[config.mk]
export PLATFORM = sky130hd
export DESIGN_NAME = xlat_fault_seq
export DESIGN_NICKNAME = d
export VERILOG_FILES = /design/src/rtl/xlat_pkg.sv /design/src/rtl/xlat_seg_sel.sv /design/src/rtl/xlat_pp_perm.sv /design/src/rtl/xlat_ds_eval.sv /design/src/rtl/xlat_fault_seq.sv
export SDC_FILE = /design/constraint.sdc
export NUM_CORES = 1
export LEC_CHECK = 0
export BUFFER_PORTS_ARGS = -buffer_cell sky130_fd_sc_hd__buf_4
export CAP_MARGIN = 40
export CORE_AREA = 2 2 318 320
export DETAILED_ROUTE_END_ITERATION = 8
export DIE_AREA = 0 0 320 322
export PLACE_DENSITY = 0.3
export SLEW_MARGIN = 10
export SYNTH_ARGS = -nofsm -noshare
export SYNTH_HDL_FRONTEND = slang
export SYNTH_SLANG_ARGS = --single-unit
[constraint.sdc]
create_clock -name clk -period 6.46 [get_ports clk]
set_clock_uncertainty 0.15 [all_clocks]
set_input_delay 0.646 -clock clk [delete_from_list [all_inputs] [get_ports clk]]
set_output_delay 0.646 -clock clk [all_outputs]
set_load 0.02 [all_outputs]
[src/rtl/xlat_pkg.sv]
package xlat_pkg;
    localparam int SR_W       = 32;
    localparam int STAT_W     = 32;
    localparam int SR_T_BIT   = 31;
    localparam int SR_KS_BIT  = 30;
    localparam int SR_KP_BIT  = 29;
    localparam int SR_NX_BIT  = 28;
    localparam int SR_BUS_HI  = 28;
    localparam int SR_BUS_LO  = 20;
    localparam int BUS_W      = SR_BUS_HI - SR_BUS_LO + 1;
    localparam logic [BUS_W-1:0] BUS_ID_FORCED = 9'h07F;

    localparam logic [STAT_W-1:0] ST_NOEXEC     = 32'h1000_0000;
    localparam logic [STAT_W-1:0] ST_NOPTE      = 32'h4000_0000;
    localparam logic [STAT_W-1:0] ST_PROT       = 32'h0800_0000;
    localparam logic [STAT_W-1:0] ST_STORE_FLAG = 32'h0200_0000;

    localparam logic [2:0] PERM_R = 3'b001;
    localparam logic [2:0] PERM_W = 3'b010;
    localparam logic [2:0] PERM_X = 3'b100;

    typedef enum logic [1:0] {ACC_LOAD = 2'd0, ACC_STORE = 2'd1, ACC_FETCH = 2'd2} acc_e;
    typedef enum logic [1:0] {EXC_NONE = 2'd0, EXC_ISI = 2'd1, EXC_DSI = 2'd2, EXC_ALIGN = 2'd3} exc_e;
    typedef enum logic [2:0] {S_IDLE = 3'd0, S_EVAL = 3'd1, S_BLK = 3'd2, S_SEG = 3'd3, S_PT = 3'd4} st_e;

    function automatic logic [2:0] need_mask(acc_e k);
        case (k)
            ACC_STORE: need_mask = PERM_W;
            ACC_FETCH: need_mask = PERM_X;
            default:   need_mask = PERM_R;
        endcase
    endfunction
endpackage

[src/rtl/xlat_seg_sel.sv]
module xlat_seg_sel
    import xlat_pkg::*;
#(
    parameter int SEG_IDX_W = 4,
    parameter int VSID_W    = 24
) (
    input  logic [(1<<SEG_IDX_W)*SR_W-1:0] seg_regs,
    input  logic [SEG_IDX_W-1:0]           idx,
    input  logic                           user,
    output logic                           sr_t,
    output logic                           sr_nx,
    output logic                           key,
    output logic [BUS_W-1:0]               bus_id,
    output logic [SEG_IDX_W-1:0]           sr_low,
    output logic [VSID_W-1:0]              vsid
);
    localparam int NUM_SEG = 1 << SEG_IDX_W;

    logic [SR_W-1:0] entry [NUM_SEG];
    logic [SR_W-1:0] sel;

    for (genvar g = 0; g < NUM_SEG; g++) begin : g_unpack
        assign entry[g] = seg_regs[g*SR_W +: SR_W];
    end

    assign sel    = entry[idx];
    assign sr_t   = sel[SR_T_BIT];
    assign sr_nx  = sel[SR_NX_BIT];
    assign key    = user ? sel[SR_KP_BIT] : sel[SR_KS_BIT];
    assign bus_id = sel[SR_BUS_HI:SR_BUS_LO];
    assign sr_low = sel[SEG_IDX_W-1:0];
    assign vsid   = sel[VSID_W-1:0];
endmodule

[src/rtl/xlat_pp_perm.sv]
module xlat_pp_perm
    import xlat_pkg::*;
(
    input  logic       key,
    input  logic [1:0] pp,
    input  logic       nx,
    output logic [2:0] perm
);
    logic [2:0] rw;

    always_comb begin
        if (!key) begin
            rw = (pp == 2'd3) ? PERM_R : (PERM_R | PERM_W);
        end else begin
            case (pp)
                2'd0:    rw = 3'b000;
                2'd2:    rw = PERM_R | PERM_W;
                default: rw = PERM_R;
            endcase
        end
        perm = rw | ((rw[0] && !nx) ? PERM_X : 3'b000);
    end
endmodule

[src/rtl/xlat_ds_eval.sv]
module xlat_ds_eval
    import xlat_pkg::*;
#(
    parameter int EA_W      = 32,
    parameter int SEG_IDX_W = 4
) (
    input  logic [BUS_W-1:0]     bus_id,
    input  logic [SEG_IDX_W-1:0] sr_low,
    input  logic [EA_W-1:0]      ea,
    input  acc_e                 kind,
    input  logic                 fp,
    input  logic                 key,
    output exc_e                 exc,
    output logic [STAT_W-1:0]    code,
    output logic [EA_W-1:0]      raddr,
    output logic [2:0]           perm
);
    localparam int OFF_W = EA_W - SEG_IDX_W;

    always_comb begin
        exc   = EXC_NONE;
        code  = '0;
        raddr = '0;
        perm  = '0;
        if (bus_id == BUS_ID_FORCED) begin
            raddr = {sr_low, ea[OFF_W-1:0]};
            perm  = PERM_R | PERM_W | PERM_X;
        end else if (kind == ACC_FETCH) begin
            exc  = EXC_ISI;
            code = ST_NOEXEC;
        end else if (fp) begin
            exc  = EXC_ALIGN;
        end else if ((kind == ACC_LOAD && key) || (kind == ACC_STORE && !key)) begin
            exc  = EXC_DSI;
            code = ST_PROT | ((kind == ACC_STORE) ? ST_STORE_FLAG : '0);
        end else begin
            raddr = ea;
            perm  = PERM_R | PERM_W;
        end
    end
endmodule

[src/rtl/xlat_fault_seq.sv]
module xlat_fault_seq
    import xlat_pkg::*;
#(
    parameter int EA_W      = 32,
    parameter int SEG_IDX_W = 4,
    parameter int PAGE_W    = 12,
    parameter int VSID_W    = 24
) (
    input  logic                             clk,
    input  logic                             rst_n,
    input  logic                             req_valid,
    output logic                             req_ready,
    input  logic [1:0]                       req_kind,
    input  logic [EA_W-1:0]                  req_ea,
    input  logic                             req_fp,
    input  logic                             req_user,
    input  logic                             xlate_fetch_en,
    input  logic                             xlate_data_en,
    input  logic [(1<<SEG_IDX_W)*32-1:0]     seg_regs,
    output logic                             blk_req,
    output logic [EA_W-1:0]                  blk_ea,
    output logic [1:0]                       blk_kind,
    output logic                             blk_user,
    input  logic                             blk_rsp_valid,
    input  logic                             blk_hit,
    input  logic [EA_W-1:0]                  blk_raddr,
    input  logic [2:0]                       blk_perm,
    output logic                             pt_req,
    output logic [VSID_W-1:0]                pt_vsid,
    output logic [EA_W-1:0]                  pt_ea,
    input  logic                             pt_rsp_valid,
    input  logic                             pt_found,
    input  logic [EA_W-PAGE_W-1:0]           pt_rpn,
    input  logic [1:0]                       pt_pp,
    output logic                             done_valid,
    output logic [1:0]                       done_exc,
    output logic [31:0]                      done_code,
    output logic [EA_W-1:0]                  done_raddr,
    output logic [2:0]                       done_perm,
    output logic [EA_W-1:0]                  fault_addr
);
    localparam int RPN_W = EA_W - PAGE_W;

    typedef struct packed {
        st_e               state;
        logic [EA_W-1:0]   ea;
        acc_e              kind;
        logic              fp;
        logic              user;
        logic              reloc;
        logic [VSID_W-1:0] vsid;
        logic              nx;
        logic              key;
        logic              done_valid;
        exc_e              exc;
        logic [STAT_W-1:0] code;
        logic [EA_W-1:0]   raddr;
        logic [2:0]        perm;
        logic [EA_W-1:0]   fault_addr;
    } ctx_t;

    ctx_t q, d;

    logic                 seg_t, seg_nx, seg_key;
    logic [BUS_W-1:0]     seg_bus;
    logic [SEG_IDX_W-1:0] seg_low;
    logic [VSID_W-1:0]    seg_vsid;
    exc_e                 ds_exc;
    logic [STAT_W-1:0]    ds_code;
    logic [EA_W-1:0]      ds_raddr;
    logic [2:0]           ds_perm;
    logic [2:0]           pg_perm;

    xlat_seg_sel #(.SEG_IDX_W(SEG_IDX_W), .VSID_W(VSID_W)) u_seg (
        .seg_regs (seg_regs),
        .idx      (q.ea[EA_W-1 -: SEG_IDX_W]),
        .user     (q.user),
        .sr_t     (seg_t),
        .sr_nx    (seg_nx),
        .key      (seg_key),
        .bus_id   (seg_bus),
        .sr_low   (seg_low),
        .vsid     (seg_vsid)
    );

    xlat_ds_eval #(.EA_W(EA_W), .SEG_IDX_W(SEG_IDX_W)) u_ds (
        .bus_id (seg_bus),
        .sr_low (seg_low),
        .ea     (q.ea),
        .kind   (q.kind),
        .fp     (q.fp),
        .key    (seg_key),
        .exc    (ds_exc),
        .code   (ds_code),
        .raddr  (ds_raddr),
        .perm   (ds_perm)
    );

    xlat_pp_perm u_pp (
        .key  (q.key),
        .pp   (pt_pp),
        .nx   (q.nx),
        .perm (pg_perm)
    );

    logic              fin;
    exc_e              fin_exc;
    logic [STAT_W-1:0] fin_code;
    logic [EA_W-1:0]   fin_raddr;
    logic [2:0]        fin_perm;
    logic [2:0]        need;
    logic [STAT_W-1:0] st_flag;
    logic              is_fetch;
    exc_e              side_exc;

    always_comb begin
        d           = q;
        d.done_valid = 1'b0;
        fin         = 1'b0;
        fin_exc     = EXC_NONE;
        fin_code    = '0;
        fin_raddr   = '0;
        fin_perm    = '0;
        need        = need_mask(q.kind);
        is_fetch    = (q.kind == ACC_FETCH);
        st_flag     = (q.kind == ACC_STORE) ? ST_STORE_FLAG : '0;
        side_exc    = is_fetch ? EXC_ISI : EXC_DSI;

        case (q.state)
            S_IDLE: begin
                if (req_valid) begin
                    d.state = S_EVAL;
                    d.ea    = req_ea;
                    d.kind  = acc_e'(req_kind);
                    d.fp    = req_fp;
                    d.user  = req_user;
                    d.reloc = (req_kind == ACC_FETCH) ? xlate_fetch_en : xlate_data_en;
                end
            end
            S_EVAL: begin
                if (!q.reloc) begin
                    fin       = 1'b1;
                    fin_raddr = q.ea;
                    fin_perm  = PERM_R | PERM_W | PERM_X;
                end else begin
                    d.state = S_BLK;
                end
            end
            S_BLK: begin
                if (blk_rsp_valid) begin
                    if (blk_hit) begin
                        fin = 1'b1;
                        if ((blk_perm & need) == 3'b000) begin
                            fin_exc  = side_exc;
                            fin_code = ST_PROT | st_flag;
                        end else begin
                            fin_raddr = blk_raddr;
                            fin_perm  = blk_perm;
                        end
                    end else begin
                        d.state = S_SEG;
                    end
                end
            end
            S_SEG: begin
                d.vsid = seg_vsid;
                d.nx   = seg_nx;
                d.key  = seg_key;
                if (seg_t) begin
                    fin       = 1'b1;
                    fin_exc   = ds_exc;
                    fin_code  = ds_code;
                    fin_raddr = ds_raddr;
                    fin_perm  = ds_perm;
                end else if (is_fetch && seg_nx) begin
                    fin      = 1'b1;
                    fin_exc  = EXC_ISI;
                    fin_code = ST_NOEXEC;
                end else begin
                    d.state = S_PT;
                end
            end
            S_PT: begin
                if (pt_rsp_valid) begin
                    fin = 1'b1;
                    if (!pt_found) begin
                        fin_exc  = side_exc;
                        fin_code = ST_NOPTE | st_flag;
                    end else if ((pg_perm & need) == 3'b000) begin
                        fin_exc  = side_exc;
                        fin_code = ST_PROT | st_flag;
                    end else begin
                        fin_raddr = {pt_rpn, q.ea[PAGE_W-1:0]};
                        fin_perm  = pg_perm;
                    end
                end
            end
            default: d.state = S_IDLE;
        endcase

        if (fin) begin
            d.state      = S_IDLE;
            d.done_valid = 1'b1;
            d.exc        = fin_exc;
            d.code       = fin_code;
            d.raddr      = fin_raddr;
            d.perm       = fin_perm;
            if (fin_exc == EXC_DSI || fin_exc == EXC_ALIGN) begin
                d.fault_addr = q.ea;
            end
        end
    end

    always_ff @(posedge clk or negedge rst_n) begin
        if (!rst_n) begin
            q <= '0;
        end else begin
            q <= d;
        end
    end

    assign req_ready  = (q.state == S_IDLE);
    assign blk_req    = (q.state == S_BLK);
    assign blk_ea     = q.ea;
    assign blk_kind   = q.kind;
    assign blk_user   = q.user;
    assign pt_req     = (q.state == S_PT);
    assign pt_vsid    = q.vsid;
    assign pt_ea      = q.ea;
    assign done_valid = q.done_valid;
    assign done_exc   = q.exc;
    assign done_code  = q.code;
    assign done_raddr = q.raddr;
    assign done_perm  = q.perm;
    assign fault_addr = q.fault_addr;


    done_single_chk: assert property (@(posedge clk) disable iff (!rst_n)
        done_valid |=> !done_valid);


    req_excl_chk: assert property (@(posedge clk) disable iff (!rst_n)
        !(blk_req && pt_req) && !(req_ready && (blk_req || pt_req)));


    real_pass_chk: assert property (@(posedge clk) disable iff (!rst_n)
        (q.state == S_EVAL && !q.reloc) |=>
            (done_valid && done_exc == EXC_NONE && done_perm == 3'b111
             && done_raddr == $past(q.ea)));


    fault_no_perm_chk: assert property (@(posedge clk) disable iff (!rst_n)
        (done_valid && done_exc != EXC_NONE) |-> (done_perm == 3'b000 && done_raddr == '0));


    data_fault_addr_chk: assert property (@(posedge clk) disable iff (!rst_n)
        (done_valid && (done_exc == EXC_DSI || done_exc == EXC_ALIGN)) |-> fault_addr == q.ea);


    inst_fault_hold_chk: assert property (@(posedge clk) disable iff (!rst_n)
        (done_valid && (done_exc == EXC_ISI || done_exc == EXC_NONE)) |-> $stable(fault_addr));


    nx_no_search_chk: assert property (@(posedge clk) disable iff (!rst_n)
        pt_req |-> !(q.kind == ACC_FETCH && q.nx));
endmodule

==> run_results.csv, run 1 <==
group,metric,value,unit
run_status,status,"complete, no violations",
floorplanning,die_x,320,um
timing,maxSlewHeadroom,51.38,%
setup_path,critical_path_class,"reg -> reg",
synthesis,synth_top_family_by_area,"multiplexers",
timing,post-route-min-period,4.117,ns
global_routing,gr-total-overflow,0,
pwr,p_per_area,439.4,mW/mm^2
floorplanning,die_area,0.1030,sq mm
placement,placed_area,0.01753,sq mm
clocking,cts_setup_buffers,0,
synthesis,async_flop_share,100.0,%
clocking,cts_tree,"done",
flow_run,drv_cap,0,
clocking,clockBufferDepth,2,
synthesis,synth_seq_cells,140,
timing,hold_ws,0.2411,ns
floorplanning,core.rowCount,116,
layout,drive_above_1_share,66.69,%
layout,final_nets,2152,
synthesis,ys_warn_count,0,
synthesis,syn_inst,942,
drt,drt-total-wl,69960,um
synthesis,yosys.area.top_type,"dfrtp_1",
floorplanning,core_region_area,0.09957,sq mm
synthesis,synth-compound-area-share,9.093,%
synthesis,muxShareOfSynthArea,35.38,%
layout,syn_to_final_growth,58.82,%
timing,setup_tns,0,ns
drt,detail_route.wl_per_cell,24.55,um
synthesis,synth-simple-area-share,7.821,%
drt,dr.pass1.iters,5,
timing,timing.fmax,0.2429,GHz
worst_hold_path,hold_path_startpoint,"req_kind[1]",
synthesis,syn-cell-area,0.01141,sq mm
pwr,ir_drop,0.0001964,V
synthesis,seq_area_frac_synth,30.71,%
synthesis,synth_cell_types,59,
layout,nFillCells,11080,
setup_path,required,6.73,ns
timing,setup_viol,0,
layout,finish.instance_area,0.01812,sq mm
synthesis,synth_area_leaders,"dfrtp_1, mux4_2, buf_4, mux4_1, mux2_2",
timing,rsz0062_at_grt,"false",
floorplanning,io-pin-count,810,
pwr,leakage,8.333,nW
clocking,clkSlewWorstSetupHoldPaths,0.07,ns
floorplanning,initial_core_util,11.46,%
setup_path,timing.rr.start,"blk_ea[28]",
drt,viasPerCell,3.645,
global_routing,antenna_found_initial,18,
setup_path,setup.worst_path.start,"blk_ea[28]",
synthesis,synth_xor_area_share,0,%
pwr,p_total,7.961,mW
timing,finalMaxSlewViolations,0,
placement,io_buffers,781,
global_routing,grt_pass1_wl,93720,um
synthesis,netlist_top_cells_count,"buf_4, dfrtp_1, mux4_2",
synthesis,avgSynthCellArea,12.11,sq um
synthesis,synth-edff-count,0,
placement,dp_hpwl,58800,um
clocking,cts.sinks,140,
synthesis,synth-adder-area-share,0.5484,%
synthesis,synth_flop_cell,"dfrtp_1",
clocking,cts_made_buffers,17,
setup_path,cp_max_fo,35,
global_routing,grt_pass1_vias,11220,
clocking,insertion_delay,0.48,ns
setup_path,worst_setup_path_end_kind,"register",
timing,finalHoldViolCount,0,
floorplanning,die_h,322,um
timing,worst_pin_slew,0.7293,ns
synthesis,yosysMostFrequentCell,"buf_4",
drt,ant_nets,0,
drt,drc_errors,0,
placement,dp.cells,2810,
placement,routabilityCongestion,0.8262,
synthesis,synth_top_cell_area_share,30.71,%
layout,finalNonFillerCells,2850,
drt,drt_iter0_markers,553,
setup_path,cp-start-kind,"register",
worst_hold_path,hold_path_class,"in -> reg",
clocking,cts_root_buffer,"clkbuf_16",
clocking,cts-htree-levels,4,
global_routing,grt_max_degree,66,
setup_path,arrival,4.38,ns
timing,period_share,63.73,%
global_routing,grt_util_all_layers,13.14,%
drt,vias,10390,
## layer usage
| metal | share of wire [%] | routed length (um) | vias to the layer above | track usage [%] |
|---|---|---|---|---|
| li1 | - | - | 4574 | - |
| met1 | 41 | 28420 | 5246 | 15.70 |
| met2 | 51 | 35930 | 509 | 23.22 |
| met3 | 6.3 | 4414 | 54 | 3.716 |
| met4 | 1.7 | 1159 | 6 | 2.953 |
| met5 | 0.054 | 38 | - | 0 |
## layout by cell type (no fill, tap or decap), types with 4 or more instances in the layout
cell type and count:
a21o_1 16, a21oi_1 9, a221o_1 19, a222oi_1 11
a22o_1 19, a22oi_1 15, and2_1 4, and3_1 4
buf_12 5, buf_16 4, buf_4 789, clkbuf_16 17
clkinvlp_4 4, conb_1 28, dfrtp_1 136, diode_2 6
ha_1 5, inv_1 16, mux2_2 40, mux2_4 29
mux2i_1 20, mux4_1 18, mux4_2 110, nand2_1 98
nand2b_1 4, nand3_1 9, nand4b_1 15, nor2_1 17
nor2b_1 7, nor3_1 6, nor3b_1 4, o21ai_0 9
## critical path, cell delays in order (launching register included)
cell      delay (ns)
dfrtp_4         0.80
mux4_1          0.65
mux4_2          0.54
and2_1          0.44
a211oi_4        0.58
buf_4           0.49
a22o_1          0.23
a21o_1          0.08
## flip-flops by register name (all words and copies together), names as in the netlist
signal / cells
done_perm: 3
blk_ea: 32
done_raddr: 32
q: 7
blk_kind: 2
done_code: 4
pt_vsid: 24
fault_addr: 32
done_exc: 2
blk_user: 1
done_valid: 1
## cells by family (layout without fill, tap and decap cells)
kind of cell | count (synthesis) | after routing
buffers and inverters | 274 | 851
muxes | 217 | 217
and+or+nand+nor | 183 | 183
DFF | 140 | 140
AOI/OAI and AO/OA | 122 | 122
adders and majority gates | 5 | 5
other | 1 | 34
## cell type report
class	count	area (sq um)	area share (%)
tap	1298	1624	8.964
clock inverter	12	113.9	0.6285
clock buffer	20	446.7	2.465
antenna	6	15.01	0.08287
multi-input combinational	555	6166	34.03
inverter	17	63.81	0.3522
sequential	140	3513	19.39
timing repair buffer	802	6175	34.08
## timing repair
action	CTS	global route
hold buffers	1	0
hold endpoints to repair	20	0
gates resized for setup	0	0
## path summary, 6_finish.rpt
check / slack (ns) / endpoint / depth (start not counted)
setup / recovery: 2.34 / done_raddr[2] / 7
min in group asynchronous: 0.45 / blk_ea[13] / 2
max in group asynchronous: 4.74 / fault_addr[11] / 4
setup reg to reg: 2.34 / done_raddr[2] / 7
hold reg to reg: 0.33 / pt_vsid[23] / 2
hold / removal: 0.24 / blk_kind[1] / 3
## power by group
part           switching, mW  total, mW  internal, mW
clock                  0.490       1.03         0.542
sequential             0.573       1.88          1.30
combinational           2.57       5.05          2.48
## per-stage QoR
| stage | utilization, % | worst slack [ns] |
|---|---|---|
| 3_5_place_dp | 17.60 | 1.884 |
| 6_report | 18.20 | 2.343 |
| 3_3_place_gp | 17.40 | 1.872 |
| 2_1_floorplan | - | 3.262 |
| 4_1_cts | 18.18 | 1.845 |
| 5_1_grt | 18.19 | 2.165 |
(Power assumes the default switching activity.)
==> inputs of run 2 (changes only) <==
--- a/config.mk
+++ b/config.mk
@@ -5,11 +5,12 @@
 export SDC_FILE = /design/constraint.sdc
 export NUM_CORES = 1
 export LEC_CHECK = 0
+export ABC_AREA = 1
 export BUFFER_PORTS_ARGS = -buffer_cell sky130_fd_sc_hd__buf_4
 export CAP_MARGIN = 40
-export CORE_AREA = 2 2 318 320
+export CORE_AREA = 2 2 319 321
 export DETAILED_ROUTE_END_ITERATION = 8
-export DIE_AREA = 0 0 320 322
+export DIE_AREA = 0 0 321 323
 export PLACE_DENSITY = 0.3
 export SLEW_MARGIN = 10
 export SYNTH_ARGS = -nofsm -noshare
==> constraint.sdc (replaced) <==
create_clock -name clk -period 3.59 [get_ports clk]
set_clock_uncertainty 0.15 [all_clocks]
set_input_delay 0.359 -clock clk [delete_from_list [all_inputs] [get_ports clk]]
set_output_delay 0.359 -clock clk [all_outputs]
set_load 0.02 [all_outputs]
==> run_results.csv, run 2 <==
group,metric,value,unit
synthesis,seq_area_frac_synth,27.07,%
synthesis,yosys.area.top_type,"dfrtp_1",
pwr,p_per_area,822.3,mW/mm^2
synthesis,synth_seq_cells,140,
layout,final_nets,3216,
timing,worst_pin_slew,0.7254,ns
setup_path,critical_path_class,"reg -> reg",
flow_run,drv_cap,0,
drt,viasPerCell,4.190,
setup_path,cp-start-kind,"register",
placement,dp_hpwl,71070,um
clocking,cts-htree-levels,4,
synthesis,yosysMostFrequentCell,"nor2_1",
global_routing,antenna_found_initial,17,
setup_path,cp_num_buf_inv,6,
setup_path,required,3.86,ns
global_routing,grt_pass1_vias,17400,
clocking,clockBufferDepth,2,
floorplanning,die_x,321,um
floorplanning,die_h,323,um
synthesis,synth_area_leaders,"dfrtp_1, buf_4, nor2_1, nand2_1, o21ai_0",
drt,drt_iter0_markers,747,
setup_path,cp_max_fo,33,
global_routing,grt_pass1_wl,125000,um
clocking,cts_tree,"done",
timing,setup_tns,0,ns
run_status,status,"complete, no violations",
setup_path,r2r_end,"done_raddr[18]",
pwr,p_total,16.63,mW
timing,finalHoldViolCount,0,
placement,routabilityCongestion,0.8537,
layout,layout_common_cells,"buf_4, nor2_1, nand2_1",
global_routing,grt_util_all_layers,16.60,%
layout,nFillCells,11570,
synthesis,async_flop_share,100.0,%
synthesis,avgSynthCellArea,6.447,sq um
setup_path,timing.rr.start,"blk_ea[28]",
setup_path,crit_chain,"buf_16 -> nor2_1 -> nor2_1 -> o21ai_0 -> nand3_1 -> nand3_1 -> nand2_1 -> inv_2 -> nor2_2 -> a21oi_2 -> nand2_2 -> buf_12 -> inv_2 -> buf_4 -> nand2_1 -> nand4_1 -> dlygate4sd3_1",
timing,maxSlewHeadroom,51.31,%
worst_hold_path,min_path_cells,4,
setup_path,reg2reg_slack,0.31,ns
timing,setup_viol,0,
synthesis,netlist_top_cells_count,"nor2_1, nand2_1, o21ai_0",
floorplanning,core_region_area,0.1007,sq mm
worst_hold_path,hold_path_class,"in -> reg",
global_routing,grt_max_degree,105,
placement,io_buffers,781,
drt,drt-total-wl,89280,um
timing,period_share,91.26,%
timing,timing.fmax,0.3052,GHz
pwr,ir_drop,0.0003274,V
clocking,cts_made_buffers,17,
pwr,leakage,9.487,nW
layout,syn_to_final_growth,56.27,%
drt,drc_errors,0,
setup_path,worst_setup_path_end_kind,"register",
synthesis,ys_warn_count,0,
timing,finalMaxSlewViolations,0,
synthesis,synth_top_cell_area_share,27.07,%
layout,post-route-util,20.08,%
synthesis,synth_flop_cell,"dfrtp_1",
layout,final_common_cell,"buf_4",
floorplanning,initial_core_util,12.85,%
worst_hold_path,min_to,"done_raddr[4]",
global_routing,gr-total-overflow,0,
synthesis,synth_cell_types,41,
drt,ant_nets,0,
floorplanning,io-pin-count,810,
setup_path,rr_worst_depth,17,
synthesis,syn-cell-area,0.01294,sq mm
floorplanning,core.rowCount,117,
drt,vias,16470,
setup_path,max_stage_delay,0.57,ns
setup_path,cp_slowest_cell,"dfrtp_4",
timing,post-route-min-period,3.276,ns
setup_path,path_delay_family,"buffers and inverters",
clocking,cts.sinks,140,
synthesis,syn_inst,2007,
clocking,cts_root_buffer,"clkbuf_16",
timing,rsz0062_at_grt,"false",
drt,detail_route.wl_per_cell,22.72,um
clocking,insertion_delay,0.49,ns
setup_path,arrival,3.55,ns
worst_hold_path,hold_path_startpoint,"blk_raddr[4]",
synthesis,synth-edff-count,0,
layout,drive_above_1_share,34.64,%
floorplanning,die_area,0.1037,sq mm
drt,dr.pass1.iters,5,
clocking,clkSlewWorstSetupHoldPaths,0.07,ns
[run 2: changes by cell type after synthesis, sizes merged, moves of 23 or more]
cell / delta
nor2: +327
o21ai: +256
nand2: +211
nand3: +149
mux4: -128
inv: +112
nand4: +73
mux2: -63
o221ai: +61
clkbuf: +57
a21oi: +46
buf: +27
o22ai: +23
[run 2: worst max-delay path by stage]
| stage | from | end | slack, ns | depth (start not counted) |
|---|---|---|---|---|
| after floorplan | q[165] | fault_addr[13] | 1.22 | 12 |
| after global placement | blk_ea[29] | fault_addr[28] | 0.35 | 17 |
| after detailed placement | blk_ea[29] | done_raddr[25] | 0.31 | 16 |
| after CTS | blk_ea[28] | done_raddr[18] | 0.03 | 17 |
| after global routing | blk_ea[28] | done_raddr[18] | 0.008 | 17 |
| final | blk_ea[28] | done_raddr[18] | 0.31 | 17 |
[run 2: repair_timing]
action	CTS	global route
buffers inserted	0	2
resized for setup	0	6
endpoints found under the hold margin	120	0
endpoints found under the setup margin	0	1
hold buffers	49	0
[run 2: worst reg2reg max path, stage by stage, from the launching register on]
cell and delay, ns:
dfrtp_4 0.57, buf_16 0.20, nor2_1 0.16, nor2_1 0.06
o21ai_0 0.09, nand3_1 0.10, nand3_1 0.09, nand2_1 0.11
inv_2 0.16, nor2_2 0.08, a21oi_2 0.19, nand2_2 0.10
buf_12 0.19, inv_2 0.07, buf_4 0.21, nand2_1 0.08
nand4_1 0.08, dlygate4sd3_1 0.54
[run 2: kinds of logic (layout without fill, tap and decap cells)]
logic type               count (synthesis)  in the layout  synth area share (%)
AND/OR/NAND/NOR                        914            914                 30.12
AO/OA/AOI/OAI                          470            470                 21.55
buffers and inverters                  470           1046                 20.14
flip-flops                             140            140                 27.07
multiplexers                             7              7                0.5995
adder cells (fa/ha/maj)                  5              5                0.4835
other                                    1             39               0.02898
[run 2: layer usage]
layer	up-vias	track usage [%]	routed length [um]
met5	-	0	115
met4	16	4.174	1281
met3	70	3.512	5162
met2	619	30.94	46980
met1	7955	19.13	35740
li1	7805	-	-
[run 2: final cells by class]
class                           count  area [sq um]  share of cell area (%)
Tap cell                         1309          1638                   8.100
Inverter                          129         506.7                   2.506
Antenna cell                       11         27.53                  0.1361
Multi-Input combinational cell   1424          6944                   34.34
Clock inverter                     15         172.7                  0.8539
Sequential cell                   140          3513                   17.38
Clock buffer                       17         425.4                   2.104
Timing Repair Buffer              885          6993                   34.58
[run 2: per-stage QoR]
stage / worst slack, ns / instance area [sq um] / hold slack (ns) / std cells
3_3_place_gp: 0.3452 / 19010 / 0.3127 / 3834
5_1_grt: 0.008465 / 20210 / 0.04409 / 3927
4_1_cts: 0.02814 / 20130 / 0.001732 / 3916
2_1_floorplan: 1.221 / 13040 / -0.08659 / 2034
3_5_place_dp: 0.3140 / 19040 / 0.1161 / 3835
6_report: 0.3136 / 20220 / 0.05744 / 3930
[run 2: report_power, final]
group	internal [mW]	total (mW)	switching, mW	leakage [nW]
sequential	2.32	3.04	0.728	1.66
clock	0.994	1.96	0.967	0.293
combinational	3.97	11.6	7.66	7.54
==> inputs of run 3 (changes only) <==
--- a/config.mk
+++ b/config.mk
@@ -5,12 +5,12 @@
 export SDC_FILE = /design/constraint.sdc
 export NUM_CORES = 1
 export LEC_CHECK = 0
-export ABC_AREA = 1
 export BUFFER_PORTS_ARGS = -buffer_cell sky130_fd_sc_hd__buf_4
 export CAP_MARGIN = 40
-export CORE_AREA = 2 2 319 321
+export CORE_AREA = 2 2 316 318
 export DETAILED_ROUTE_END_ITERATION = 8
-export DIE_AREA = 0 0 321 323
+export DIE_AREA = 0 0 318 320
+export GPL_ROUTABILITY_DRIVEN = 0
 export PLACE_DENSITY = 0.3
 export SLEW_MARGIN = 10
 export SYNTH_ARGS = -nofsm -noshare
==> run_results.csv, run 3 (synthesis results as in run 1) <==
group,metric,value,unit
clocking,cts_root_buffer,"clkbuf_16",
floorplanning,die_h,320,um
pwr,p_per_area,774.2,mW/mm^2
layout,finish.instance_area,0.01892,sq mm
clocking,cts-htree-levels,4,
timing,hold_ws,0.05531,ns
layout,final_common_cell,"buf_4",
timing,post-route-min-period,3.478,ns
floorplanning,initial_core_util,11.64,%
placement,dp.cells,2817,
layout,finalNonFillerCells,2925,
placement,dp_hpwl,59210,um
global_routing,grt_max_degree,74,
clocking,cts.sinks,140,
layout,seqCellArea,0.003513,sq mm
layout,syn_to_final_growth,65.84,%
drt,drt_iter0_markers,577,
drt,vias,10710,
layout,layout_common_cells,"buf_4, dfrtp_1, mux4_2",
drt,drt-total-wl,69880,um
timing,worst_pin_slew,0.7522,ns
clocking,cts_tree,"done",
timing,finalMaxSlewViolations,0,
global_routing,grt_util_all_layers,13.30,%
layout,final_nets,2235,
timing,finalHoldViolCount,0,
layout,post-route-util,19.31,%
pwr,p_total,14.65,mW
layout,nFillCells,10820,
clocking,clkSlewWorstSetupHoldPaths,0.07,ns
pwr,leakage,8.698,nW
clocking,clockBufferDepth,2,
drt,viasPerCell,3.663,
floorplanning,core.rowCount,115,
setup_path,arrival,3.69,ns
timing,period_share,96.89,%
drt,ant_nets,0,
floorplanning,io-pin-count,810,
flow_run,drv_cap,0,
timing,timing.fmax,0.2875,GHz
floorplanning,die_x,318,um
timing,fin_ws,0.1116,ns
clocking,insertion_delay,0.48,ns
drt,drc_errors,0,
clocking,cts_made_buffers,17,
global_routing,gr-total-overflow,0,
setup_path,cp-start-kind,"register",
placement,io_buffers,781,
layout,drive_above_1_share,64.89,%
run_status,status,"complete, no violations",
setup_path,worst_setup_path_end_kind,"register",
pwr,ir_drop,0.0003612,V
timing,setup_viol,0,
timing,setup_tns,0,ns
drt,detail_route.wl_per_cell,23.89,um
placement,placed_area,0.01761,sq mm
setup_path,critical_path_class,"reg -> reg",
worst_hold_path,hold_path_class,"in -> reg",
placement,dp_worst_setup_slack,0.009097,ns
global_routing,grt_pass1_wl,94790,um
timing,maxSlewHeadroom,49.85,%
setup_path,required,3.81,ns
floorplanning,die_area,0.1018,sq mm
floorplanning,core_region_area,0.09799,sq mm
drt,dr.pass1.iters,6,
setup_path,cp_max_fo,29,
layout,multi_input_area,0.006170,sq mm
global_routing,antenna_found_initial,25,
global_routing,grt_pass1_vias,11640,
[run 3: cell types whose count changed in the layout (fill, tap and decap cells not counted), sizes merged, moves of 73 or more]
| cell | previous run | this run |
|---|---|---|
| mux4 | 0 | 128 |
| nand3 | 159 | 10 |
| nand2 | 309 | 98 |
| nand4 | 74 | 1 |
| o21ai | 265 | 9 |
| inv | 137 | 20 |
| nor2 | 346 | 19 |
[run 3: final cells by class]
class | count | share of cell area, %
sequential | 140 | 18.57
multi-input combinational | 555 | 32.61
clock inverter | 12 | 0.7275
tap | 1287 | 8.512
antenna | 9 | 0.1190
inverter | 17 | 0.3373
timing repair buffer | 885 | 36.71
clock buffer | 20 | 2.414
[run 3: layer usage]
layer	wire [um]	GRT usage (%)	part of all wire, %	vias up
met4	1009	3.820	1.4	6
li1	-	-	-	4749
met5	41	0	0.059	-
met3	5094	4.331	7.3	57
met2	35100	22.65	50	531
met1	28630	15.93	41	5371
[run 3: what timing repair did]
| item | 4_1_cts | 5_1_grt |
|---|---|---|
| setup buffers | 0 | 5 |
| endpoints found under the setup margin | 0 | 50 |
| hold buffers | 61 | 0 |
| gates resized for setup | 0 | 3 |
| endpoints found under the hold margin | 129 | 0 |
[run 3: final timing paths]
check	from	to	slack (ns)	cells past startpoint
max	blk_ea[28]	fault_addr[16]	0.11	10
min in group asynchronous	rst_n	fault_addr[13]	0.12	2
min reg2reg	pt_vsid[20]	pt_vsid[20]	0.33	1
max reg2reg	blk_ea[28]	fault_addr[16]	0.11	10
min	pt_rpn[0]	done_raddr[12]	0.06	4
max in group asynchronous	rst_n	blk_ea[29]	2.19	4
[run 3: worst max-delay path, stage by stage (launching register included)]
cell      delay, ns
dfrtp_4        0.59
buf_8          0.22
mux4_1         0.56
a22oi_1        0.22
nand2_1        0.16
and3_4         0.23
a31oi_4        0.22
o311ai_4       0.13
a21oi_4        0.21
buf_12         0.25
mux2_2         0.37
[run 3: report_power, final]
group | leakage (nW) | switching (mW) | total (mW) | internal, mW
clock | 0.276 | 0.849 | 1.91 | 1.06
combinational | 6.70 | 4.73 | 9.42 | 4.70
sequential | 1.72 | 0.961 | 3.31 | 2.35
total | 8.70 | 6.54 | 14.6 | 8.11
